==> config.mk <==
export PLATFORM = sky130hd
export DESIGN_NAME = usb_ep_mode_ctrl
export DESIGN_NICKNAME = d
export VERILOG_FILES = /design/src/rtl/ep_mode_pkg.sv /design/src/rtl/ep_mode_dec.sv /design/src/rtl/ep_tok_track.sv /design/src/rtl/ep_wr_lock.sv /design/src/rtl/usb_ep_mode_ctrl.sv
export SDC_FILE = /design/constraint.sdc
export NUM_CORES = 1
export LEC_CHECK = 0
export ABC_AREA = 1
export BUFFER_PORTS_ARGS = -buffer_cell sky130_fd_sc_hd__buf_2
export CAP_MARGIN = 0
export CORE_ASPECT_RATIO = 0.5
export CORE_MARGIN = 5
export CORE_UTILIZATION = 50
export CTS_CLUSTER_DIAMETER = 120
export DETAILED_ROUTE_END_ITERATION = 8
export PLACE_DENSITY = 0.89
export SETUP_SLACK_MARGIN = 0.1
export SLEW_MARGIN = 20
export SYNTH_ARGS = -nofsm -noshare
export SYNTH_HDL_FRONTEND = slang
export SYNTH_SLANG_ARGS = --single-unit
==> constraint.sdc <==
create_clock -name clk -period 2.5 [get_ports clk]
set_input_delay 0 -clock clk [delete_from_list [all_inputs] [get_ports clk]]
set_output_delay 0 -clock clk [all_outputs]
set_load 0.01 [all_outputs]
==> src/rtl/ep_mode_pkg.sv <==
`timescale 1ns/1ps
package ep_mode_pkg;
  typedef enum logic [1:0] {
    PID_NONE  = 2'b00,
    PID_OUT   = 2'b01,
    PID_IN    = 2'b10,
    PID_SETUP = 2'b11
  } pid_e;

  typedef enum logic [1:0] {
    HS_ACK   = 2'b00,
    HS_NAK   = 2'b01,
    HS_STALL = 2'b10,
    HS_NONE  = 2'b11
  } hs_e;

  localparam logic [3:0] M_OFF        = 4'b0000;
  localparam logic [3:0] M_NAK_IO     = 4'b0001;
  localparam logic [3:0] M_SETUP_ONLY = 4'b0010;
  localparam logic [3:0] M_STALL      = 4'b0011;
  localparam logic [3:0] M_NAK_OUT    = 4'b1000;
  localparam logic [3:0] M_ACK_OUT    = 4'b1001;
  localparam logic [3:0] M_HOLD_OUT   = 4'b1010;
  localparam logic [3:0] M_NAK_IN     = 4'b1100;
  localparam logic [3:0] M_ACK_IN     = 4'b1101;
  localparam logic [3:0] M_HOLD_IN    = 4'b1110;

  typedef struct packed {
    hs_e        hs;
    logic [3:0] nxt;
  } verdict_t;
endpackage

==> src/rtl/ep_mode_dec.sv <==
`timescale 1ns/1ps
module ep_mode_dec
  import ep_mode_pkg::*;
(
  input  logic [3:0] mode,
  input  pid_e       pid,
  input  logic       dir_in,
  output verdict_t   verd,
  output logic       acc_setup
);
  always_comb begin
    acc_setup = (mode == M_NAK_IO) || (mode == M_SETUP_ONLY);
    verd.hs   = HS_NONE;
    verd.nxt  = mode;
    case (pid)
      PID_SETUP: begin
        if (acc_setup) begin
          verd.hs  = HS_ACK;
          verd.nxt = M_NAK_IO;
        end else if (mode == M_STALL) begin
          verd.hs = HS_STALL;
        end
      end
      PID_IN: begin
        if (dir_in) begin
          case (mode)
            M_NAK_IO, M_NAK_IN: verd.hs = HS_NAK;
            M_STALL:            verd.hs = HS_STALL;
            M_ACK_IN: begin
              verd.hs  = HS_ACK;
              verd.nxt = {mode[3:1], 1'b0};
            end
            M_HOLD_IN:          verd.hs = HS_ACK;
            default:            verd.hs = HS_NONE;
          endcase
        end
      end
      PID_OUT: begin
        if (!dir_in) begin
          case (mode)
            M_NAK_IO, M_NAK_OUT: verd.hs = HS_NAK;
            M_STALL:             verd.hs = HS_STALL;
            M_ACK_OUT: begin
              verd.hs  = HS_ACK;
              verd.nxt = {mode[3:1], 1'b0};
            end
            M_HOLD_OUT:          verd.hs = HS_ACK;
            default:             verd.hs = HS_NONE;
          endcase
        end
      end
      default: verd.hs = HS_NONE;
    endcase
  end
endmodule

==> src/rtl/ep_tok_track.sv <==
`timescale 1ns/1ps
module ep_tok_track
  import ep_mode_pkg::*;
(
  input  logic       clk,
  input  logic       rst_n,
  input  logic       tok_stb,
  input  logic [1:0] tok_pid,
  input  logic       tok_ok,
  input  logic       end_stb,
  output logic       pend_v,
  output pid_e       pend_pid
);
  always_ff @(posedge clk or negedge rst_n) begin
    if (!rst_n) begin
      pend_v   <= 1'b0;
      pend_pid <= PID_NONE;
    end else if (tok_stb) begin
      pend_v   <= tok_ok && (tok_pid != PID_NONE);
      pend_pid <= pid_e'(tok_pid);
    end else if (end_stb) begin
      pend_v <= 1'b0;
    end
  end
endmodule

==> src/rtl/ep_wr_lock.sv <==
`timescale 1ns/1ps
module ep_wr_lock (
  input  logic clk,
  input  logic rst_n,
  input  logic set_i,
  input  logic rd_clr_i,
  input  logic wr_req_i,
  input  logic hw_busy_i,
  output logic lock_o,
  output logic wr_full_o,
  output logic wr_free_o
);
  logic lock_q;

  always_ff @(posedge clk or negedge rst_n) begin
    if (!rst_n)        lock_q <= 1'b0;
    else if (set_i)    lock_q <= 1'b1;
    else if (rd_clr_i) lock_q <= 1'b0;
  end

  assign lock_o    = lock_q;
  assign wr_free_o = wr_req_i && !hw_busy_i;
  assign wr_full_o = wr_free_o && !lock_q;
endmodule

==> src/rtl/usb_ep_mode_ctrl.sv <==
`timescale 1ns/1ps
module usb_ep_mode_ctrl
  import ep_mode_pkg::*;
#(
  parameter int CNT_W = 6
) (
  input  logic             clk,
  input  logic             rst_n,
  input  logic             cfg_dir_in,
  input  logic             tok_stb,
  input  logic [1:0]       tok_pid,
  input  logic             tok_ok,
  input  logic             dat_stb,
  input  logic             end_stb,
  input  logic             end_ok,
  input  logic [CNT_W-1:0] end_cnt,
  input  logic             cpu_wr,
  input  logic             cpu_rd,
  input  logic             cpu_sel,
  input  logic [7:0]       cpu_wdata,
  output logic [7:0]       cpu_rdata,
  output logic             hs_stb,
  output logic [1:0]       hs_code,
  output logic             irq,
  output logic             lock_o
);
  localparam int REG_W = 8;

  logic [3:0]       mode_q;
  logic             st_setup_q, st_in_q, st_out_q;
  logic [CNT_W-1:0] cnt_q;
  logic             hs_stb_q, irq_q;
  hs_e              hs_code_q;

  logic     pend_v;
  pid_e     pend_pid;
  verdict_t verd;
  logic     acc_setup;
  logic     fin, resp, ack;
  logic     wr_full, wr_free;
  logic     setup_seen;

  ep_tok_track u_tok (
    .clk(clk), .rst_n(rst_n), .tok_stb(tok_stb), .tok_pid(tok_pid),
    .tok_ok(tok_ok), .end_stb(end_stb), .pend_v(pend_v), .pend_pid(pend_pid)
  );

  ep_mode_dec u_dec (
    .mode(mode_q), .pid(pend_pid), .dir_in(cfg_dir_in),
    .verd(verd), .acc_setup(acc_setup)
  );

  assign fin  = end_stb && end_ok && pend_v;
  assign resp = fin && (verd.hs != HS_NONE);
  assign ack  = resp && (verd.hs == HS_ACK);
  assign setup_seen = dat_stb && pend_v && (pend_pid == PID_SETUP) && acc_setup;

  ep_wr_lock u_lock (
    .clk(clk), .rst_n(rst_n), .set_i(ack),
    .rd_clr_i(cpu_rd && !cpu_sel), .wr_req_i(cpu_wr),
    .hw_busy_i(end_stb), .lock_o(lock_o),
    .wr_full_o(wr_full), .wr_free_o(wr_free)
  );

  always_ff @(posedge clk or negedge rst_n) begin
    if (!rst_n) begin
      hs_stb_q  <= 1'b0;
      irq_q     <= 1'b0;
      hs_code_q <= HS_NONE;
    end else begin
      hs_stb_q <= resp;
      irq_q    <= resp;
      if (resp) hs_code_q <= verd.hs;
    end
  end

  always_ff @(posedge clk or negedge rst_n) begin
    if (!rst_n) begin
      mode_q   <= M_OFF;
      st_in_q  <= 1'b0;
      st_out_q <= 1'b0;
      cnt_q    <= '0;
    end else if (resp) begin
      st_in_q  <= (pend_pid == PID_IN);
      st_out_q <= (pend_pid == PID_OUT);
      if (ack) begin
        mode_q <= verd.nxt;
        if (pend_pid != PID_IN) cnt_q <= end_cnt;
      end
    end else if (wr_full && !cpu_sel) begin
      mode_q   <= cpu_wdata[3:0];
      st_in_q  <= cpu_wdata[6];
      st_out_q <= cpu_wdata[5];
    end else if (wr_full && cpu_sel) begin
      cnt_q <= cpu_wdata[CNT_W-1:0];
    end
  end

  always_ff @(posedge clk or negedge rst_n) begin
    if (!rst_n)                     st_setup_q <= 1'b0;
    else if (setup_seen)            st_setup_q <= 1'b1;
    else if (wr_free && !cpu_sel)   st_setup_q <= cpu_wdata[7];
  end

  always_comb begin
    if (cpu_sel) cpu_rdata = REG_W'(cnt_q);
    else         cpu_rdata = {st_setup_q, st_in_q, st_out_q, 1'b0, mode_q};
  end

  assign hs_stb  = hs_stb_q;
  assign hs_code = hs_code_q;
  assign irq     = irq_q;
endmodule

---- Word-level counts from Yosys, hierarchy flattened ----
Cells that the tools add are included.
storage, ports and cells
  input port bits ......................... 27
  word-level logic and storage cells ...... 100
  bits in registers ....................... 20
cells by class
  equal/unequal tests ..................... 27
  muxes and demuxes ....................... 30
  reduce and logical (&&, ||, !) cells .... 32
operator list
  cell                                                              number
  6-bit two-way mux                                                 7
  4-bit == test (second input constant)                             6
  2-bit one-hot mux with 3 select lines                             3
  4-bit two-way mux                                                 4
  1-bit logical AND                                                 14
  1-bit two-way mux                                                 13
  2-bit != test (second input constant)                             6
  4-bit one-hot mux with 3 select lines                             1
  2-bit nonzero test                                                6
  3-bit != test (second input constant)                             3
  4-bit by 2-bit == test with 1-bit output (second input constant)  2
  8-bit two-way mux                                                 1
  8-bit AND reduction                                               1
  2-bit OR reduction                                                4
  2-bit by 1-bit != test with 1-bit output (second input constant)  3
  3-bit by 2-bit != test with 1-bit output (second input constant)  2
  6-bit AND reduction                                               1
  2-bit == test (second input constant)                             2
  4-bit by 1-bit == test with 1-bit output (second input constant)  1
  4-bit by 1-bit != test with 1-bit output (second input constant)  1
  4-bit AND reduction                                               1
  1-bit zero test                                                   3
  2-bit by 1-bit == test with 1-bit output (second input constant)  1
  2-bit zero test                                                   1
  2 further kinds                                                   2

---- Depth between registers and ports, before layout ----
Gate-level depths: netlist of the first run.
  word-level depth ........................ 10
  depth in mapped cells ................... 14

---- Cells and area by module ----
A second synthesis of the first run with hierarchy kept.
unflattened totals
  cells, all modules ...................... 220
  area total of the unflattened synthesis .. 1418.9 µm²
by module, submodules not included
  module            area an instance (µm²)  seq. area each (µm²)  times used  cells an instance
  usb_ep_mode_ctrl  962.2                   402.9                 1           137
  ep_mode_dec       272.8                   0.0                   1           59
  ep_tok_track      123.9                   75.1                  1           15
  ep_wr_lock        60.1                    25.0                  1           9

---- Least setup slack after synthesis of the first run ----
No wires, ideal clock.
  path kind ............................... register to register
  start point ............................. reg u_tok.pend_pid[0]
  end point ............................... reg cnt_q[1]
  arrival time ............................ 1.565 ns
  required time ........................... 2.383 ns
  setup time .............................. 0.117 ns
  cell stages (with the launch flop) ...... 9
  slack ................................... 0.818 ns
  cell sequence ........................... dfrtp_1 > ha_1 > a21oi_2 > nand4_4 > or2_1 > nand2_4 > nand3_4 > nand2_1 > nand2_1
on the way
  word-level cells in the longest chain between the ends .. 7
RTL lines
  item                                                                       line                    source
  from (decl)                                                                ep_tok_track.sv:12      output pid_e pend_pid
  from (signal assigned)                                                     ep_tok_track.sv:20      pend_pid <= pid_e'(tok_pid);
  2-bit by 1-bit == test with 1-bit output or 2-bit == test (tied branches)  ep_mode_dec.sv:15       case (pid)
  2-bit one-hot mux with 3 select lines                                      ep_mode_dec.sv:15
  2-bit != test                                                              usb_ep_mode_ctrl.sv:54  assign resp = fin && (verd.hs != HS_NONE);
  1-bit logical AND                                                          usb_ep_mode_ctrl.sv:54
  1-bit logical AND                                                          usb_ep_mode_ctrl.sv:55  assign ack = resp && (verd.hs == HS_ACK);
  2-bit by 1-bit != test with 1-bit output (no line)                         n/a
  4-bit AND reduction (no line)                                              n/a
  to (signal assigned)                                                       usb_ep_mode_ctrl.sv:88  if (pend_pid != PID_IN) cnt_q <= end_cnt;
  to (signal assigned)                                                       usb_ep_mode_ctrl.sv:95  cnt_q <= cpu_wdata[CNT_W-1:0];
  to (decl)                                                                  usb_ep_mode_ctrl.sv:31  logic [CNT_W-1:0] cnt_q;
Several ways; a longest one is shown, not always the timed one.
A chain may end at the register's enable or synchronous reset.

---- Worst setup path after layout of the first run ----
  start point ............................. reg mode_q[1]
  end point ............................... reg mode_q[1]
on the way
  word-level cells in the longest chain between the ends .. 10
RTL lines
  item                                                             line                                  source
  from (decl)                                                      usb_ep_mode_ctrl.sv:29                logic [3:0] mode_q;
  from (signal assigned)                                           usb_ep_mode_ctrl.sv:87                mode_q <= verd.nxt;
  from (signal assigned)                                           usb_ep_mode_ctrl.sv:91                mode_q <= cpu_wdata[3:0];
  4-bit == test (tied with other cells)                            ep_mode_dec.sv:40                     case (mode)
  2-bit OR reduction, on equally long branches                     n/a
  2-bit one-hot mux with 3 select lines, on equally long branches  ep_mode_dec.sv:40, ep_mode_dec.sv:26
  6-bit two-way mux, on equally long branches                      ep_mode_dec.sv:39, ep_mode_dec.sv:25
  2-bit one-hot mux with 3 select lines                            ep_mode_dec.sv:15
  2-bit != test                                                    usb_ep_mode_ctrl.sv:54
  1-bit logical AND                                                usb_ep_mode_ctrl.sv:54
  1-bit logical AND                                                usb_ep_mode_ctrl.sv:55
  2-bit by 1-bit != test with 1-bit output (no line)               n/a
  6-bit AND reduction (no line)                                    n/a
Several ways; a longest one is shown, not always the timed one. The select of a mux whose other input is x is not followed.

==> results of run 1 <==
logic make-up after synthesis:
family	share of synthesized area (%)
adders and majority gates	3.66
buffers and inverters	8.23
and+or+nand+nor	43.6
DFF	36.8
AOI/OAI and AO/OA	7.69
final timing paths:
kind | startpoint | endpoint | depth (start not counted)
max | mode_q[1] | mode_q[1] | 11
min | cpu_wdata[5] | st_out_q | 3
max reg2reg | mode_q[1] | mode_q[1] | 11
min reg2reg | cnt_q[2] | cnt_q[2] | 2
max in group asynchronous | rst_n | hs_code[1] | 2
min in group asynchronous | rst_n | mode_q[1] | 2
where the power goes:
group / internal [uW] / switching, uW / total [uW]
sequential: 421 / 72.7 / 493
clock: 114 / 107 / 221
combinational: 174 / 271 / 445
per-stage QoR:
stage               util [%]  cells  setup WS, ps
floorplan                  -    200           818
global placement        61.1    273           557
detailed placement      61.1    273           541
CTS                     66.3    286           521
global route            66.3    286           253
finish                  66.3    286           467
critical path: cells and delay by family, from the launching register on:
| family | cells | cell delay [ps] |
|---|---|---|
| AO/OA/AOI/OAI | 1 | 170 |
| buffers and inverters | 1 | 120 |
| AND/OR/NAND/NOR | 9 | 1210 |
| flip-flops | 1 | 460 |
area by class of cell:
| class | count | area (sq um) |
|---|---|---|
| Multi-Input combinational cell | 152 | 752 |
| Tap cell | 37 | 46.3 |
| Sequential cell | 20 | 503 |
| Timing Repair Buffer | 48 | 285 |
| Fill cell | 244 | 877 |
| Inverter | 25 | 93.8 |
| Clock buffer | 4 | 45.0 |
flip-flops by register name, indices dropped and copies added (netlist names):
| signal | cells |
|---|---|
| hs_code | 2 |
| u_lock.lock_o | 1 |
| mode_q | 4 |
| u_tok.pend_v | 1 |
| st_out_q | 1 |
| st_in_q | 1 |
| st_setup_q | 1 |
| u_tok.pend_pid | 2 |
| irq | 1 |
| cnt_q | 6 |
cells in the mapped netlist, drive strengths merged:
| library cell | count | area [sq um] |
|---|---|---|
| nand2 | 90 | 358 |
| inv | 24 | 90.1 |
| nand3 | 21 | 123 |
| dfrtp | 18 | 450 |
| o21ai | 13 | 65.1 |
| nor2 | 10 | 40.0 |
| nand4 | 6 | 58.8 |
| ha | 4 | 50.1 |
| a21oi | 2 | 17.5 |
| buf | 2 | 15.0 |
| dfstp | 2 | 52.6 |
| or2 | 2 | 12.5 |
| a31oi | 1 | 6.26 |
| clkbuf | 1 | 3.75 |
| clkinv | 1 | 3.75 |
| nor3 | 1 | 5.00 |
| o2111ai | 1 | 8.76 |
| o21a | 1 | 7.51 |
routing by layer:
| layer | GRT usage [%] | part of all wire (%) |
|---|---|---|
| met5 | 0 | 0 |
| met4 | 7.69 | 1.8 |
| met3 | 5.43 | 7.2 |
| met2 | 36.8 | 47 |
| met1 | 24.7 | 44 |
timing repair:
item | 4_1_cts | 5_1_grt
endpoints found under the hold margin | 23 | 0
gates resized for setup | 0 | 0
hold buffers | 9 | 0
==> flow_metrics.py, run 1 <==
metrics = {
    "outcome": {
        "status": "complete, no violations",
    },
    "floorplanning": {
        "die_h_microns": 47.0,
        "rows": 13,
        "design.portCount": 40,
        "die_w_microns": 84.0,
        "start_util_pct": 52.5,
        "core-area_sq_mm": 0.00260,
        "dieArea_sq_mm": 0.00394,
    },
    "timing": {
        "min_period_over_period_pct": 81.3,
        "final_max_slew_viol_count": 0,
        "min_period_ps": 2030,
        "fmax_mhz": 492,
        "slew_headroom_pct": 69.7,
        "finalHoldViolCount": 0,
        "rsz0062_at_grt": "no",
        "setup_viol": 0,
        "hold_ws_ps": 29.4,
        "fin_skew_ps": 6.38,
        "tightestPinTransition_ps": 454,
        "setup_tns_ps": 0,
    },
    "power": {
        "powerDensity_mw_per_mm2": 672,
        "p_leak_uw": 0.000982,
        "ir_worst_vdd_uv": 331,
        "total_power_uw": 1160,
    },
    "critical_path": {
        "max_stage_delay_ps": 460,
        "crit_required_ps": 2710,
        "cp_common_cell": "nand2_1",
        "rrSetupSlack_ps": 470,
        "critPathArrivalTime_ps": 2240,
        "crit_chain": "inv_1, nand2_2, nand2_2, nand2_1, a21oi_2, nand4_2, nand2_2, nand2_1, nand3_1, nand2_1, nand2_1",
        "worstSetupPathType": "reg2reg",
        "worstSetupEndpointType": "flip-flop",
        "cp_slowest_cell": "dfrtp_1",
        "crit_path_start_kind": "flip-flop",
        "crit_fanout": 14,
    },
    "logic_synthesis": {
        "synth_seq_cells": 20,
        "synth_cell_types": 27,
        "synth_nets": 231,
        "ys_seq_area_share_pct": 36.8,
        "syn-instance-count": 200,
        "syn_area_sq_mm": 0.00137,
        "synth_warnings": 0,
        "syn_area_per_cell_sq_um": 6.84,
    },
    "grt": {
        "grt.total_usage_pct": 20.4,
        "antenna_found_initial": 0,
        "grt.overflow.total": 0,
        "grt_pass1_wl_microns": 6270,
        "grt_max_degree": 21,
        "first_global_vias": 1426,
    },
    "cts": {
        "htreeDepth": 1,
        "clkTransAtPathRegs_ps": 70,
        "clock_latency_ps": 260,
        "post_cts_buffers": 0,
        "cts_tree": "yes",
        "cts_root_buf": "clkbuf_8",
        "cts_buffer_depth": 2,
        "cts_sinks": 20,
        "cts_buffers": 3,
    },
    "final_layout": {
        "fin_nets": 281,
        "drive_gt1_share_pct": 23.3,
        "design_area_sq_mm": 0.00173,
        "syn2layout_area_growth_pct": 26.2,
        "final_common_cell": "nand2_1",
        "antenna_cells": 0,
        "mostFrequentLayoutCells": "nand2_1, buf_2, inv_1",
    },
    "route": {
        "drt_iter0_markers": 115,
        "viasPerCell": 5.14,
        "finalWirelength_microns": 3710,
        "vias": 1471,
        "ant_nets": 0,
        "drc": 0,
        "detail_route.first_pass.iterations": 4,
        "wl_per_cell_microns": 13.0,
    },
    "placement": {
        "dp_hpwl_microns": 2830,
        "io_buffer_count": 39,
        "gp_congestion": 0.869,
        "placed_area_sq_mm": 0.00159,
    },
    "flow_run": {
        "maxCapViolations": 0,
    },
    "worst_hold_path": {
        "worstHoldPathType": "in2reg",
    },
}
Power figures use the tool's default switching activity.
==> run 2, diff against run 1 <==
- CORE_UTILIZATION: 50 -> 46
- PLACE_DENSITY: 0.89 -> 0.86
- clock period: 2.5 -> 1.8 ns (I/O delays scaled with it)
==> run 2 against run 1 <==
  * The run now ends with negative setup slack left
  * Clock power up 59%
  * Clock-buffer cell count is the same
  * Non-clock buffer count rose by 21
  * Global-route usage grew 1.4 points
  * Critical path type unchanged
  * Critical endpoint is now mode_q[0]
  * Largest cell class unchanged
==> flow_metrics.py, run 2 (synthesized netlist as in run 1, its figures left out) <==
metrics = {
    "power": {
        "ir_worst_vdd_uv": 577,
        "p_leak_uw": 0.00118,
        "powerDensity_mw_per_mm2": 968,
    },
    "floorplanning": {
        "die_w_microns": 87.1,
        "rows": 14,
        "core-area_sq_mm": 0.00293,
        "dieArea_sq_mm": 0.00423,
        "die_h_microns": 48.6,
        "design.portCount": 40,
        "start_util_pct": 46.7,
    },
    "final_layout": {
        "reg_top3": "cnt_q: 6 flops, mode_q: 4 flops",
        "final_common_cell": "nand2_1",
        "syn2layout_area_growth_pct": 58.1,
        "design_area_sq_mm": 0.00216,
        "top_register": "cnt_q",
        "nFillCells": 172,
        "antenna_cells": 0,
        "final_cells": 310,
        "drive_gt1_share_pct": 44.4,
        "fin_nets": 302,
        "mostFrequentLayoutCells": "nand2_1, buf_2, inv_1",
        "largest_register_ffs": 6,
        "final_util_pct": 73.9,
    },
    "placement": {
        "placed_area_sq_mm": 0.00169,
        "gp_congestion": 0.925,
        "dp_hpwl_microns": 3020,
        "placed_cells": 287,
        "place_ws_ps": -69.6,
        "io_buffer_count": 39,
    },
    "critical_path": {
        "max_stage_delay_ps": 500,
        "cp_slowest_cell": "dfrtp_2",
        "crit_path_start_kind": "flip-flop",
        "crit_chain": "inv_2, nand2_2, nand2_4, nand2_4, nand3_1, nand2_1, nand2_2, nand3_4, or2_1, nand2_2, nand3_1, nand2_1, nand2_1",
        "worstSetupPathType": "reg2reg",
        "critPathArrivalTime_ps": 2240,
        "crit_fanout": 6,
        "worstSetupEndpointType": "flip-flop",
        "crit_required_ps": 1940,
    },
    "grt": {
        "first_global_vias": 1537,
        "grt_pass1_wl_microns": 7250,
        "grt.total_usage_pct": 21.9,
        "grt_max_degree": 21,
        "antenna_found_initial": 0,
        "grt.overflow.total": 0,
    },
    "route": {
        "drc": 0,
        "ant_nets": 0,
        "vias": 1896,
        "finalWirelength_microns": 5970,
        "drt_iter0_markers": 305,
        "detail_route.first_pass.iterations": 5,
        "wl_per_cell_microns": 19.3,
        "viasPerCell": 6.12,
    },
    "timing": {
        "tightestPinTransition_ps": 468,
        "min_period_over_period_pct": 116,
        "finalHoldViolCount": 0,
        "final_max_slew_viol_count": 0,
        "setup_viol": 16,
        "fin_skew_ps": 8.77,
        "min_period_ps": 2090,
        "layout_setup_ws_ps": -291,
        "hold_ws_ps": 44.7,
        "slew_headroom_pct": 68.8,
        "rsz0062_at_grt": "yes",
        "fmax_mhz": 478,
    },
    "outcome": {
        "violations": "negative setup slack",
        "status": "complete, but fails checks",
    },
    "cts": {
        "clock_latency_ps": 270,
        "cts_root_buf": "clkbuf_8",
        "cts_buffer_depth": 2,
        "cts_tree": "yes",
        "htreeDepth": 1,
        "clkTransAtPathRegs_ps": 80,
        "cts_buffers": 3,
        "cts_sinks": 20,
    },
    "worst_hold_path": {
        "worstHoldPathType": "in2reg",
    },
    "flow_run": {
        "maxCapViolations": 0,
    },
}
[run 2: cell count changes in the layout (fill, tap and decap cells not counted), moves of 3 or more]
| cell | change |
|---|---|
| nand2_4 | +9 |
| nand3_2 | +3 |
| inv_2 | +3 |
| dfrtp_1 | -3 |
| nand3_4 | +4 |
| buf_4 | +14 |
| nand2_2 | +10 |
| buf_6 | +7 |
| nand2_1 | -20 |
| dfrtp_2 | +3 |
| nand3_1 | -7 |
[run 2: worst max-delay path: cells and delay by family, from the launching register on]
family | cells | cell delay (ps)
flops | 1 | 500
buf+inv | 1 | 100
simple gates | 12 | 1380
[run 2: final timing paths]
kind,startpoint,to,slack (ps),depth (start not counted)
min in group asynchronous,rst_n,cnt_q[5],220,2
hold / removal,cpu_wdata[5],st_out_q,40,3
max in group asynchronous,rst_n,hs_code[0],1220,2
setup / recovery,mode_q[0],mode_q[0],-290,13
setup reg to reg,mode_q[0],mode_q[0],-290,13
hold reg to reg,cnt_q[4],cnt_q[4],470,2
[run 2: power breakdown]
part	total, uW	leakage, uW	internal [uW]	switching (uW)
logic	1030	0.000907	417	609
registers	716	0.000240	588	128
clock network	351	0.0000288	195	156
[run 2: repair_timing]
action	4_1_cts	5_1_grt
pin swaps	12	23
gates cloned	0	1
buffers inserted	7	5
gates resized for setup	17	47
hold buffers	7	0
hold endpoints to repair	21	0
setup endpoints to repair	14	16
[run 2: area by class of cell]
class,count,area [sq um],area share (%)
flip-flops and latches,20,507,23.4
repair buffers,69,494,22.9
multi-input cells,152,962,44.5
inverters,25,93.8,4.34
clock buffers,4,55.1,2.55
well taps,40,50.0,2.31
[run 2: metal layers]
layer / track usage (%) / routed length, microns / vias to the layer above
met2: 36.0 / 2620 / 189
met5: 2.60 / 0 / -
li1: - / - / 777
met1: 25.3 / 2120 / 856
met4: 11.0 / 492 / 0
met3: 6.95 / 739 / 74
[run 2: per-stage QoR]
| step | total power [uW] | setup TNS (ps) |
|---|---|---|
| after global placement | 1330 | 0 |
| after floorplan | 1070 | 0 |
| after detailed placement | 1360 | -560 |
| final | 2090 | -3370 |
| after CTS | 1780 | -21.3 |
| after global routing | 2190 | -4460 |
